### src/rtl/synth_prog_pkg.sv
package synth_prog_pkg;

   // Destination of a committed serial word.
   typedef enum logic [1:0] {
      DST_NONE = 2'd0,
      DST_CTRL = 2'd1,
      DST_REF  = 2'd2,
      DST_DIV  = 2'd3
   } dest_e;

   // The destination follows from the word length alone.
   function automatic dest_e pick_dest(input int cnt, input int len_c,
                                       input int len_r, input int len_a);
      if (cnt == len_a)      return DST_DIV;
      else if (cnt == len_r) return DST_REF;
      else if (cnt == len_c) return DST_CTRL;
      else                   return DST_NONE;
   endfunction

endpackage

### src/rtl/synth_in_sync.sv
// Multi-stage synchronizer for a bundle of asynchronous inputs.
module synth_in_sync #(
   parameter int W      = 3,
   parameter int STAGES = 2,
   parameter logic [W-1:0] RST_VAL = '0
) (
   input  logic         clk,
   input  logic         rst_n,
   input  logic [W-1:0] d,
   output logic [W-1:0] q
);
   logic [STAGES-1:0][W-1:0] stg;

   always_ff @(posedge clk or negedge rst_n) begin
      if (!rst_n) stg <= {STAGES{RST_VAL}};
      else        stg <= {stg[STAGES-2:0], d};
   end

   assign q = stg[STAGES-1];
endmodule

### src/rtl/synth_ser_shift.sv
// Shift stage and bit counter; detects shift-clock and enable edges.
module synth_ser_shift #(
   parameter int LEN_MAX = 24,
   parameter int CNT_W   = 5
) (
   input  logic               clk,
   input  logic               rst_n,
   input  logic               s_clk,
   input  logic               s_data,
   input  logic               s_en,     // synchronized enable, high = idle
   output logic [LEN_MAX-1:0] shreg,
   output logic [CNT_W-1:0]   bit_cnt,
   output logic               commit
);
   localparam logic [CNT_W-1:0] SAT = CNT_W'(LEN_MAX + 1);

   logic clk_q, en_q, clk_rise;

   assign clk_rise = s_clk & ~clk_q;
   assign commit   = s_en & ~en_q;

   always_ff @(posedge clk or negedge rst_n) begin
      if (!rst_n) begin
         clk_q   <= 1'b0;
         en_q    <= 1'b1;
         shreg   <= '0;
         bit_cnt <= '0;
      end else begin
         clk_q <= s_clk;
         en_q  <= s_en;
         if (commit) begin
            bit_cnt <= '0;
         end else if (!s_en && clk_rise) begin
            shreg <= {shreg[LEN_MAX-2:0], s_data};
            if (bit_cnt != SAT) bit_cnt <= bit_cnt + CNT_W'(1);
         end
      end
   end
endmodule

### src/rtl/synth_word_dec.sv
// Turns a commit and a bit count into one load strobe.
module synth_word_dec
   import synth_prog_pkg::*;
#(
   parameter int LEN_A = 24,
   parameter int LEN_R = 16,
   parameter int LEN_C = 8,
   parameter int CNT_W = 5
) (
   input  logic             commit,
   input  logic [CNT_W-1:0] bit_cnt,
   output logic             ld_div,
   output logic             ld_ref,
   output logic             ld_ctrl
);
   dest_e dest;

   always_comb begin
      dest = DST_NONE;
      if (commit) dest = pick_dest(int'(bit_cnt), LEN_C, LEN_R, LEN_A);
   end

   assign ld_div  = (dest == DST_DIV);
   assign ld_ref  = (dest == DST_REF);
   assign ld_ctrl = (dest == DST_CTRL);
endmodule

### src/rtl/synth_div_regs.sv
// Main divider pair and control byte.
module synth_div_regs #(
   parameter int N_W = 12,
   parameter int A_W = 6,
   parameter int C_W = 8,
   parameter logic [N_W-1:0] N_RST = 12'd27,
   parameter logic [A_W-1:0] A_RST = 6'd22,
   parameter logic [C_W-1:0] C_RST = 8'd0
) (
   input  logic           clk,
   input  logic           rst_n,
   input  logic           ld_div,
   input  logic           ld_ctrl,
   input  logic [N_W-1:0] n_word,
   input  logic [A_W-1:0] a_word,
   input  logic [C_W-1:0] c_word,
   output logic [N_W-1:0] n_div,
   output logic [A_W-1:0] a_div,
   output logic [C_W-1:0] ctrl
);
   always_ff @(posedge clk or negedge rst_n) begin
      if (!rst_n) begin
         n_div <= N_RST;
         a_div <= A_RST;
      end else if (ld_div) begin
         n_div <= n_word;
         a_div <= a_word;
      end
   end

   always_ff @(posedge clk or negedge rst_n) begin
      if (!rst_n)       ctrl <= C_RST;
      else if (ld_ctrl) ctrl <= c_word;
   end
endmodule

### src/rtl/synth_ref_buf.sv
// Reference divide value: buffered until terminal count, or direct.
module synth_ref_buf #(
   parameter int R_W        = 14,
   parameter bit R_BUFFERED = 1'b1,
   parameter logic [R_W-1:0] R_RST = 14'd125
) (
   input  logic           clk,
   input  logic           rst_n,
   input  logic           ld_ref,
   input  logic [R_W-1:0] r_word,
   input  logic           ref_tc,
   output logic [R_W-1:0] r_div
);
   generate
      if (R_BUFFERED) begin : g_dbl
         logic [R_W-1:0] pend;
         logic           pend_v;

         always_ff @(posedge clk or negedge rst_n) begin
            if (!rst_n) begin
               pend   <= R_RST;
               pend_v <= 1'b0;
               r_div  <= R_RST;
            end else begin
               if (ref_tc && pend_v) r_div <= pend;
               if (ld_ref) begin
                  pend   <= r_word;
                  pend_v <= 1'b1;
               end else if (ref_tc) begin
                  pend_v <= 1'b0;
               end
            end
         end
      end else begin : g_direct
         logic tc_unused;
         assign tc_unused = ref_tc;

         always_ff @(posedge clk or negedge rst_n) begin
            if (!rst_n)      r_div <= R_RST;
            else if (ld_ref) r_div <= r_word;
         end
      end
   endgenerate
endmodule

### src/rtl/synth_prog_regs.sv
// Top: three-wire serial loader for synthesizer divider registers.
module synth_prog_regs #(
   parameter int LEN_A       = 24,
   parameter int LEN_R       = 16,
   parameter int LEN_C       = 8,
   parameter int N_W         = 12,
   parameter int A_W         = 6,
   parameter int R_W         = 14,
   parameter int C_W         = 8,
   parameter int SYNC_STAGES = 2,
   parameter bit R_BUFFERED  = 1'b1,
   parameter logic [N_W-1:0] N_RST = 12'd27,
   parameter logic [A_W-1:0] A_RST = 6'd22,
   parameter logic [R_W-1:0] R_RST = 14'd125,
   parameter logic [C_W-1:0] C_RST = 8'd0
) (
   input  logic           clk,
   input  logic           rst_n,
   input  logic           ser_data,
   input  logic           ser_clk,
   input  logic           ser_en_n,
   input  logic           ref_tc,
   output logic [N_W-1:0] n_div,
   output logic [A_W-1:0] a_div,
   output logic [R_W-1:0] r_div,
   output logic [C_W-1:0] ctrl
);
   localparam int CNT_W = $clog2(LEN_A + 2);

   // Elaboration-time parameter checks.
   if (!(LEN_C < LEN_R && LEN_R < LEN_A))
      $error("word lengths must be distinct and ordered control < reference < divider");
   if (N_W + A_W > LEN_A) $error("N and A fields do not fit the divider word");
   if (R_W > LEN_R)       $error("reference field wider than its word");
   if (C_W > LEN_C)       $error("control field wider than its word");
   if (SYNC_STAGES < 2)   $error("synchronizer needs at least two stages");

   logic             s_clk, s_data, s_en;
   logic [LEN_A-1:0] shreg;
   logic [CNT_W-1:0] bit_cnt;
   logic             commit;
   logic             ld_div, ld_ref, ld_ctrl;

   synth_in_sync #(
      .W       (3),
      .STAGES  (SYNC_STAGES),
      .RST_VAL (3'b100)
   ) u_sync (
      .clk   (clk),
      .rst_n (rst_n),
      .d     ({ser_en_n, ser_clk, ser_data}),
      .q     ({s_en, s_clk, s_data})
   );

   synth_ser_shift #(
      .LEN_MAX (LEN_A),
      .CNT_W   (CNT_W)
   ) u_shift (
      .clk     (clk),
      .rst_n   (rst_n),
      .s_clk   (s_clk),
      .s_data  (s_data),
      .s_en    (s_en),
      .shreg   (shreg),
      .bit_cnt (bit_cnt),
      .commit  (commit)
   );

   synth_word_dec #(
      .LEN_A (LEN_A),
      .LEN_R (LEN_R),
      .LEN_C (LEN_C),
      .CNT_W (CNT_W)
   ) u_dec (
      .commit  (commit),
      .bit_cnt (bit_cnt),
      .ld_div  (ld_div),
      .ld_ref  (ld_ref),
      .ld_ctrl (ld_ctrl)
   );

   synth_div_regs #(
      .N_W   (N_W),
      .A_W   (A_W),
      .C_W   (C_W),
      .N_RST (N_RST),
      .A_RST (A_RST),
      .C_RST (C_RST)
   ) u_div (
      .clk     (clk),
      .rst_n   (rst_n),
      .ld_div  (ld_div),
      .ld_ctrl (ld_ctrl),
      .n_word  (shreg[LEN_A-1 -: N_W]),
      .a_word  (shreg[A_W-1:0]),
      .c_word  (shreg[C_W-1:0]),
      .n_div   (n_div),
      .a_div   (a_div),
      .ctrl    (ctrl)
   );

   synth_ref_buf #(
      .R_W        (R_W),
      .R_BUFFERED (R_BUFFERED),
      .R_RST      (R_RST)
   ) u_ref (
      .clk    (clk),
      .rst_n  (rst_n),
      .ld_ref (ld_ref),
      .r_word (shreg[R_W-1:0]),
      .ref_tc (ref_tc),
      .r_div  (r_div)
   );
endmodule

### config.mk
export PLATFORM = sky130hd
export DESIGN_NAME = synth_prog_regs
export DESIGN_NICKNAME = d
export VERILOG_FILES = /design/src/rtl/synth_prog_pkg.sv /design/src/rtl/synth_in_sync.sv /design/src/rtl/synth_ser_shift.sv /design/src/rtl/synth_word_dec.sv /design/src/rtl/synth_div_regs.sv /design/src/rtl/synth_ref_buf.sv /design/src/rtl/synth_prog_regs.sv
export SDC_FILE = /design/constraint.sdc
export NUM_CORES = 1
export LEC_CHECK = 0
export ABC_AREA = 1
export BUFFER_PORTS_ARGS = -buffer_cell sky130_fd_sc_hd__buf_2
export CAP_MARGIN = 10
export CORE_MARGIN = 2
export CORE_UTILIZATION = 40
export CTS_CLUSTER_DIAMETER = 100
export DETAILED_ROUTE_END_ITERATION = 16
export PLACE_DENSITY = 0.67
export SETUP_SLACK_MARGIN = 0.15
export SLEW_MARGIN = 20
export SYNTH_ARGS = -nofsm -noshare
export SYNTH_HDL_FRONTEND = slang
export SYNTH_SLANG_ARGS = --single-unit
### constraint.sdc
create_clock -name clk -period 1.3 [get_ports clk]
set_input_delay 0.26 -clock clk [delete_from_list [all_inputs] [get_ports clk]]
set_output_delay 0.26 -clock clk [all_outputs]
set_load 0.05 [all_outputs]
Word-level counts from Yosys, hierarchy flattened
Cells that the tools add are included.
W data, S select, Z words.
{"block": "op_classes", "mux": 9, "n_eq_ne": 7, "n_shift": 0, "multipliers": 0, "div_mod_pow": 0, "bitwise": 5, "n_addsub": 1, "magnitude_cmp": 0, "n_reduce_logical": 8}
{"cell": "$mux W5", "n": 3}
{"cell": "$eq A5 B5 Y1 const B", "n": 2}
{"cell": "$mux W2", "n": 3}
{"cell": "$reduce_bool A2 Y1", "n": 3}
{"cell": "$add A5 B1 Y5 const B", "n": 1}
{"cell": "$eq A5 B4 Y1 const B", "n": 1}
{"cell": "$ne A5 B5 Y1 const B", "n": 1}
{"cell": "$eq A2 B2 Y1 const B", "n": 2}
{"cell": "$reduce_and A2 Y1", "n": 2}
{"cell": "$mux W1", "n": 3}
{"cell": "$not A1 Y1", "n": 3}
{"cell": "$and A1 B1 Y1", "n": 2}
{"cell": "$eq A2 B1 Y1 const B", "n": 1}
{"cell": "$logic_and A1 B1 Y1", "n": 2}
{"cell": "$logic_not A1 Y1", "n": 1}
{"block": "totals", "n_memories": 0, "latchBits": 0, "elab_cells": 42, "reg_bits": 92, "ramBits": 0, "input_bits": 6, "mem_bits_ro": 0, "output_inout_bits": 40}

Longest topological paths before layout
{"block": "logic_depth", "word_depth": 7, "depth_mapped": 8, "depth_no_buf": 8}

Cells and area by module
A second synthesis with hierarchy kept.
{"block": "hier_totals", "cells_unflattened": 398, "hier_area_um2": 3661.0}
{"mod": "synth_ser_shift", "seq_area_each_um2": 777.0, "cells_each": 144, "area_per_inst_um2": 1271.2, "instances": 1}
{"mod": "synth_ref_buf", "seq_area_each_um2": 740.7, "cells_each": 123, "area_per_inst_um2": 1147.4, "instances": 1}
{"mod": "synth_div_regs", "seq_area_each_um2": 659.4, "cells_each": 110, "area_per_inst_um2": 1018.5, "instances": 1}
{"mod": "synth_in_sync", "seq_area_each_um2": 152.6, "cells_each": 9, "area_per_inst_um2": 175.2, "instances": 1}
{"mod": "synth_word_dec", "seq_area_each_um2": 0.0, "cells_each": 12, "area_per_inst_um2": 48.8, "instances": 1}

Least setup slack after synthesis
Ideal clock, no wire load.
{"block": "synth_path", "kind": "register to register", "startpoint": "register u_shift.bit_cnt[0]", "endpoint": "register u_div.n_div[10]", "required_ns": 1.180, "slack_ns": -0.104, "stages_incl_launch_ff": 9, "setup_time_ns": 0.120, "synth_period_minus_slack_ns": 1.404, "path_buffers": 1, "t_arrival_ns": 1.284, "path_cell_list": "dfrtp_1 > inv_1 > ha_1 > nand3_4 > nor2_8 > nand2_4 > buf_6 > nand2_1 > o21ai_2"}
{"block": "synth_via", "elab_chain_cells": 6, "word_cells_on_any_way": 8, "classes_between": "eq/ne (4); mux (4)"}
{"element": "from (decl)", "line_no": "synth_ser_shift.sv:12", "source": "output logic [CNT_W-1:0] bit_cnt,"}
{"element": "from (signal assigned)", "line_no": "synth_ser_shift.sv:35", "source": "if (bit_cnt != SAT) bit_cnt <= bit_cnt + CNT_W'(1);"}
{"element": "$eq A5 B5 Y1", "line_no": "synth_prog_pkg.sv:16", "source": "else if (cnt == len_c) return DST_CTRL;"}
{"element": "$mux W1", "line_no": "synth_prog_pkg.sv:16"}
{"element": "$mux W2", "line_no": "synth_prog_pkg.sv:15", "source": "else if (cnt == len_r) return DST_REF;"}
{"element": "$mux W2 (*)", "line_no": "synth_prog_pkg.sv:14", "source": "if (cnt == len_a) return DST_DIV;"}
{"element": "$mux W2 (*)", "line_no": "synth_word_dec.sv:20", "source": "if (commit) dest = pick_dest(int'(bit_cnt), LEN_C, LEN_R, LEN_A);"}
{"element": "$eq A2 B2 Y1 (*)", "line_no": "synth_word_dec.sv:23", "source": "assign ld_div = (dest == DST_DIV);"}
{"element": "to (signal assigned)", "line_no": "synth_div_regs.sv:26", "source": "n_div <= n_word;"}
{"element": "to (decl)", "line_no": "synth_div_regs.sv:17", "source": "output logic [N_W-1:0] n_div,"}
Mark *: on every way between the ends. The rest lies on a longest branch, timed or not.
A chain may end at the register's enable or synchronous reset.

Final worst setup path
{"block": "layout_path", "startpoint": "register u_shift.bit_cnt[0]", "endpoint": "register u_div.n_div[6]"}
Same word-level chain as after synthesis.

==> results by group <==
Outcome
  – Run status: finished with violations
  – Violated checks: setup timing

Cells and area
  – Most frequent standard cell in the layout excluding fill and tap cells: sky130_fd_sc_hd__dfrtp_1
  – Final std cells w/o fill: 580
  – Number of fillers in the final layout: 680
  – Share of final-layout standard cells stronger than drive strength 1: between 60% and 70%
  – Final net count: 473
  – Synth-to-layout area growth: 53.95%
  – Antenna cell count: 0
  – Layout Utilization: between 60% and 70%
  – Most frequent cells in the layout: sky130_fd_sc_hd__dfrtp_1, sky130_fd_sc_hd__o21ai_2, sky130_fd_sc_hd__buf_4, sky130_fd_sc_hd__nand2_1

Setup path
  – CP bufs+invs: 2
  – Critical path peak fanout: 7
  – Delay of the slowest cell on the worst path: 0.39 ns
  – CP max-delay cell: sky130_fd_sc_hd__dfrtp_1
  – Required time at the worst-slack endpoint: approximately 1.5 ns
  – Critical path endpoint category: flop
  – Sequence of cells on the critical path: inv_2, ha_4, nand3_4, nor2_8, nand2_8, buf_12, nand2_4, o21ai_2
  – Crit path kind: flop to flop
  – Endpoint arrival time on the critical path: between 1.5 and 2 ns
  – Family of cells with the greatest summed delay on the critical path: simple AND/OR/NAND/NOR gates
  – Critical path startpoint category: flop

Global routing
  – Busiest layer in global routing: met2
  – Via count of the first global-routing pass: 2889
  – Maximum number of pins on one net before global-route repair: 27
  – GR Util met3: 3.589%
  – GRT Resource Usage Total: 17.31%
  – Antenna violations before repair: 0
  – Remaining Overflow, GRT: 0
  – Wire length of the first global-routing pass: between 10000 and 15000 um
  – Fraction of met1 tracks used by global routing: 22.11%
  – GR Layer Usage met2: 29.09%

Clock tree
  – Count of clock tree sinks: 92
  – Clk Latency, worst-skew pair: 0.35 ns
  – Clock root buffer master: sky130_fd_sc_hd__clkbuf_8
  – CTS clk-pin slew, worst paths: 0.10 ns
  – H-tree depth: 3
  – Clock buffers created by TritonCTS: 9
  – Number of buffers between clock root and the deepest sink: 2
  – CTS tree: built

Yosys
  – Average size of a mapped cell: 11.03 um2
  – Top cell type by total area after synthesis: sky130_fd_sc_hd__dfrtp_1
  – Mapped Area: 0.003785 mm2
  – Area share of the largest cell type after synthesis: 46.28%
  – Total of flip-flops plus latches after synthesis: 92
  – Biggest area contributors in the synthesized netlist: sky130_fd_sc_hd__dfrtp_1, sky130_fd_sc_hd__dfstp_2, sky130_fd_sc_hd__nand2_1
  – Mapped Cells: ~340
  – Number of warnings reported in the yosys synthesis log: 0
  – Fraction of the yosys area taken by sequential cells: ~60%
  – Post-Synthesis Net Count: 352
  – Count of distinct cell types in the synthesized netlist: 25

STA
  – Relative slew slack: between 70% and 80%
  – Fraction of the cycle the final worst path needs: 107.5%
  – Setup violation total in the final timing report: 66
  – Hold slack final: 0.1147 ns
  – Pins over their slew limit: 0
  – Hold Vio Cnt, Final: 0
  – Final worst clock skew: 0.009300 ns
  – Final WS setup: -0.09768 ns
  – Worst Tran Pin Value: 0.3682 ns
  – Maximum clock rate: between 0.7 and 0.8 GHz
  – Setup repair after global routing missed its margin: yes
  – Fin crit period: roughly 1.4 ns

Floorplan
  – Initial Utilization: 41.16%
  – Die height: 101.3 um
  – Top-Level Pins: 46
  – Die footprint: 0.01026 mm2
  – Number of placement rows: 35
  – Core area: approximately 0.0092 mm2
  – Die Width: 101.3 um

Placed design
  – Estimated wirelength of the detail-placed design: between 4000 and 5000 um
  – Placed Cells incl. Taps: 506
  – Placement Setup Slack: -0.1091 ns
  – Number of buffers inserted by port buffering: 45
  – Final weighted congestion in routability-driven placement: 0.8592

Drt
  – Aggregate routed wire length: between 8000 and 9000 um
  – Remaining number of nets flagged by the antenna check after routing: 0
  – Post-route DRC violation count: 0
  – Vias per cell: just under 5
  – Vias after detailed routing: 2791
  – Routed length per instance: 14.84 um
  – Router iterations before antenna repair: 4
  – Violation count after the first detailed-routing iteration: 101

Power and ir drop
  – Maximum VDD drop: 0.0006726 V
  – Cell area power density: 1061 mW/mm2
  – Lkg Pwr: 2.719 nW

Worst hold path
  – Hold/Removal Path Class: input pin to flop

Job
  – Number of violations of the max-capacitance limit: 0
metal layers:
metal  vias to the layer above  routed length, um
li1                       1340                  -
met1                      1391               3762
met2                        52               4453
met3                         8                280
met4                         0                111
met5                         -                  0
what timing repair did:
action                                 CTS  global route
buffers inserted                        32            11
setup endpoints to repair              110           118
pin swaps                                9             3
cloned                                   9             2
hold buffers                             4             0
endpoints found under the hold margin   19             0
resized for setup                      171            55
worst reg2reg max path, cell delays in order (launching register included):
cell,delay (ns)
sky130_fd_sc_hd__dfrtp_1,0.39
sky130_fd_sc_hd__inv_2,0.08
sky130_fd_sc_hd__ha_4,0.14
sky130_fd_sc_hd__nand3_4,0.12
sky130_fd_sc_hd__nor2_8,0.16
sky130_fd_sc_hd__nand2_8,0.12
sky130_fd_sc_hd__buf_12,0.18
sky130_fd_sc_hd__nand2_4,0.05
sky130_fd_sc_hd__o21ai_2,0.05
power by group:
group	switching, mW	internal (mW)
Sequential	0.156	3.01
Clock	1.03	0.907
Combinational	0.595	0.480
layout make-up:
type / instances / area (um2) / share of cell area, %
Clock inverter: 6 / 72.57 / 1.245
Multi-Input combinational cell: 206 / 1595 / 27.38
Sequential cell: 92 / 2331 / 40.00
Inverter: 35 / 138.9 / 2.384
Clock buffer: 10 / 127.6 / 2.190
Tap cell: 111 / 138.9 / 2.384
Timing Repair Buffer: 120 / 1423 / 24.41
cell usage after synthesis, drive strengths merged:
master / number
nand2: 110
dfrtp: 70
o21ai: 61
inv: 35
dfstp: 22
buf: 12
nand3: 12
mux2: 10
ha: 3
nor2: 3
nand4: 2
clkbuf: 1
nor3: 1
or2: 1
per-stage QoR:
| step | setup TNS (ns) | power (mW) | area (um2) |
|---|---|---|---|
| finish | -3.155 | 6.182 | 5827 |
| global route | -8.464 | 6.453 | 5827 |
| CTS | -2.869 | 6.091 | 5503 |
| detailed placement | -2.578 | 3.944 | 4292 |
| global placement | -1.506 | 3.914 | 4292 |
| floorplan | -1.914 | 3.664 | 3801 |
sequential cells by signal, indices dropped and copies added (netlist names), 3 cells and up:
register          cells
u_ref.r_div          14
u_shift.shreg        24
u_sync.stg            3
u_sync.q              3
u_div.a_div           6
u_div.ctrl            8
u_shift.bit_cnt       5
u_ref.g_dbl.pend     14
u_div.n_div          12
cell families (layout without fill, tap and decap cells):
logic type               count (synthesis)  count (layout)  share of synthesized area (%)
AND/OR/NAND/NOR                        129             132                          16.86
adder cells (fa/ha/maj)                  3               3                         0.9918
flip-flops                              92              92                          61.55
AO/OA/AOI/OAI                           61              61                          10.84
buffers and inverters                   48             171                          6.777
multiplexers                            10              10                          2.975
path summary, 6_finish.rpt:
| path | from | endpoint | slack (ns) | cells after the start |
|---|---|---|---|---|
| min in group asynchronous | rst_n | u_shift.shreg[2] | 0.36 | 2 |
| setup reg to reg | u_shift.bit_cnt[0] | u_div.n_div[6] | -0.1 | 8 |
| setup / recovery | u_shift.bit_cnt[0] | u_div.n_div[6] | -0.1 | 8 |
| max in group asynchronous | rst_n | u_ref.g_dbl.pend[5] | 0.41 | 3 |
| hold / removal | ref_tc | u_ref.g_dbl.pend_v | 0.11 | 2 |
| hold reg to reg | u_sync.stg[1] | u_sync.q[1] | 0.36 | 0 |
Power figures use the tool's default switching activity.
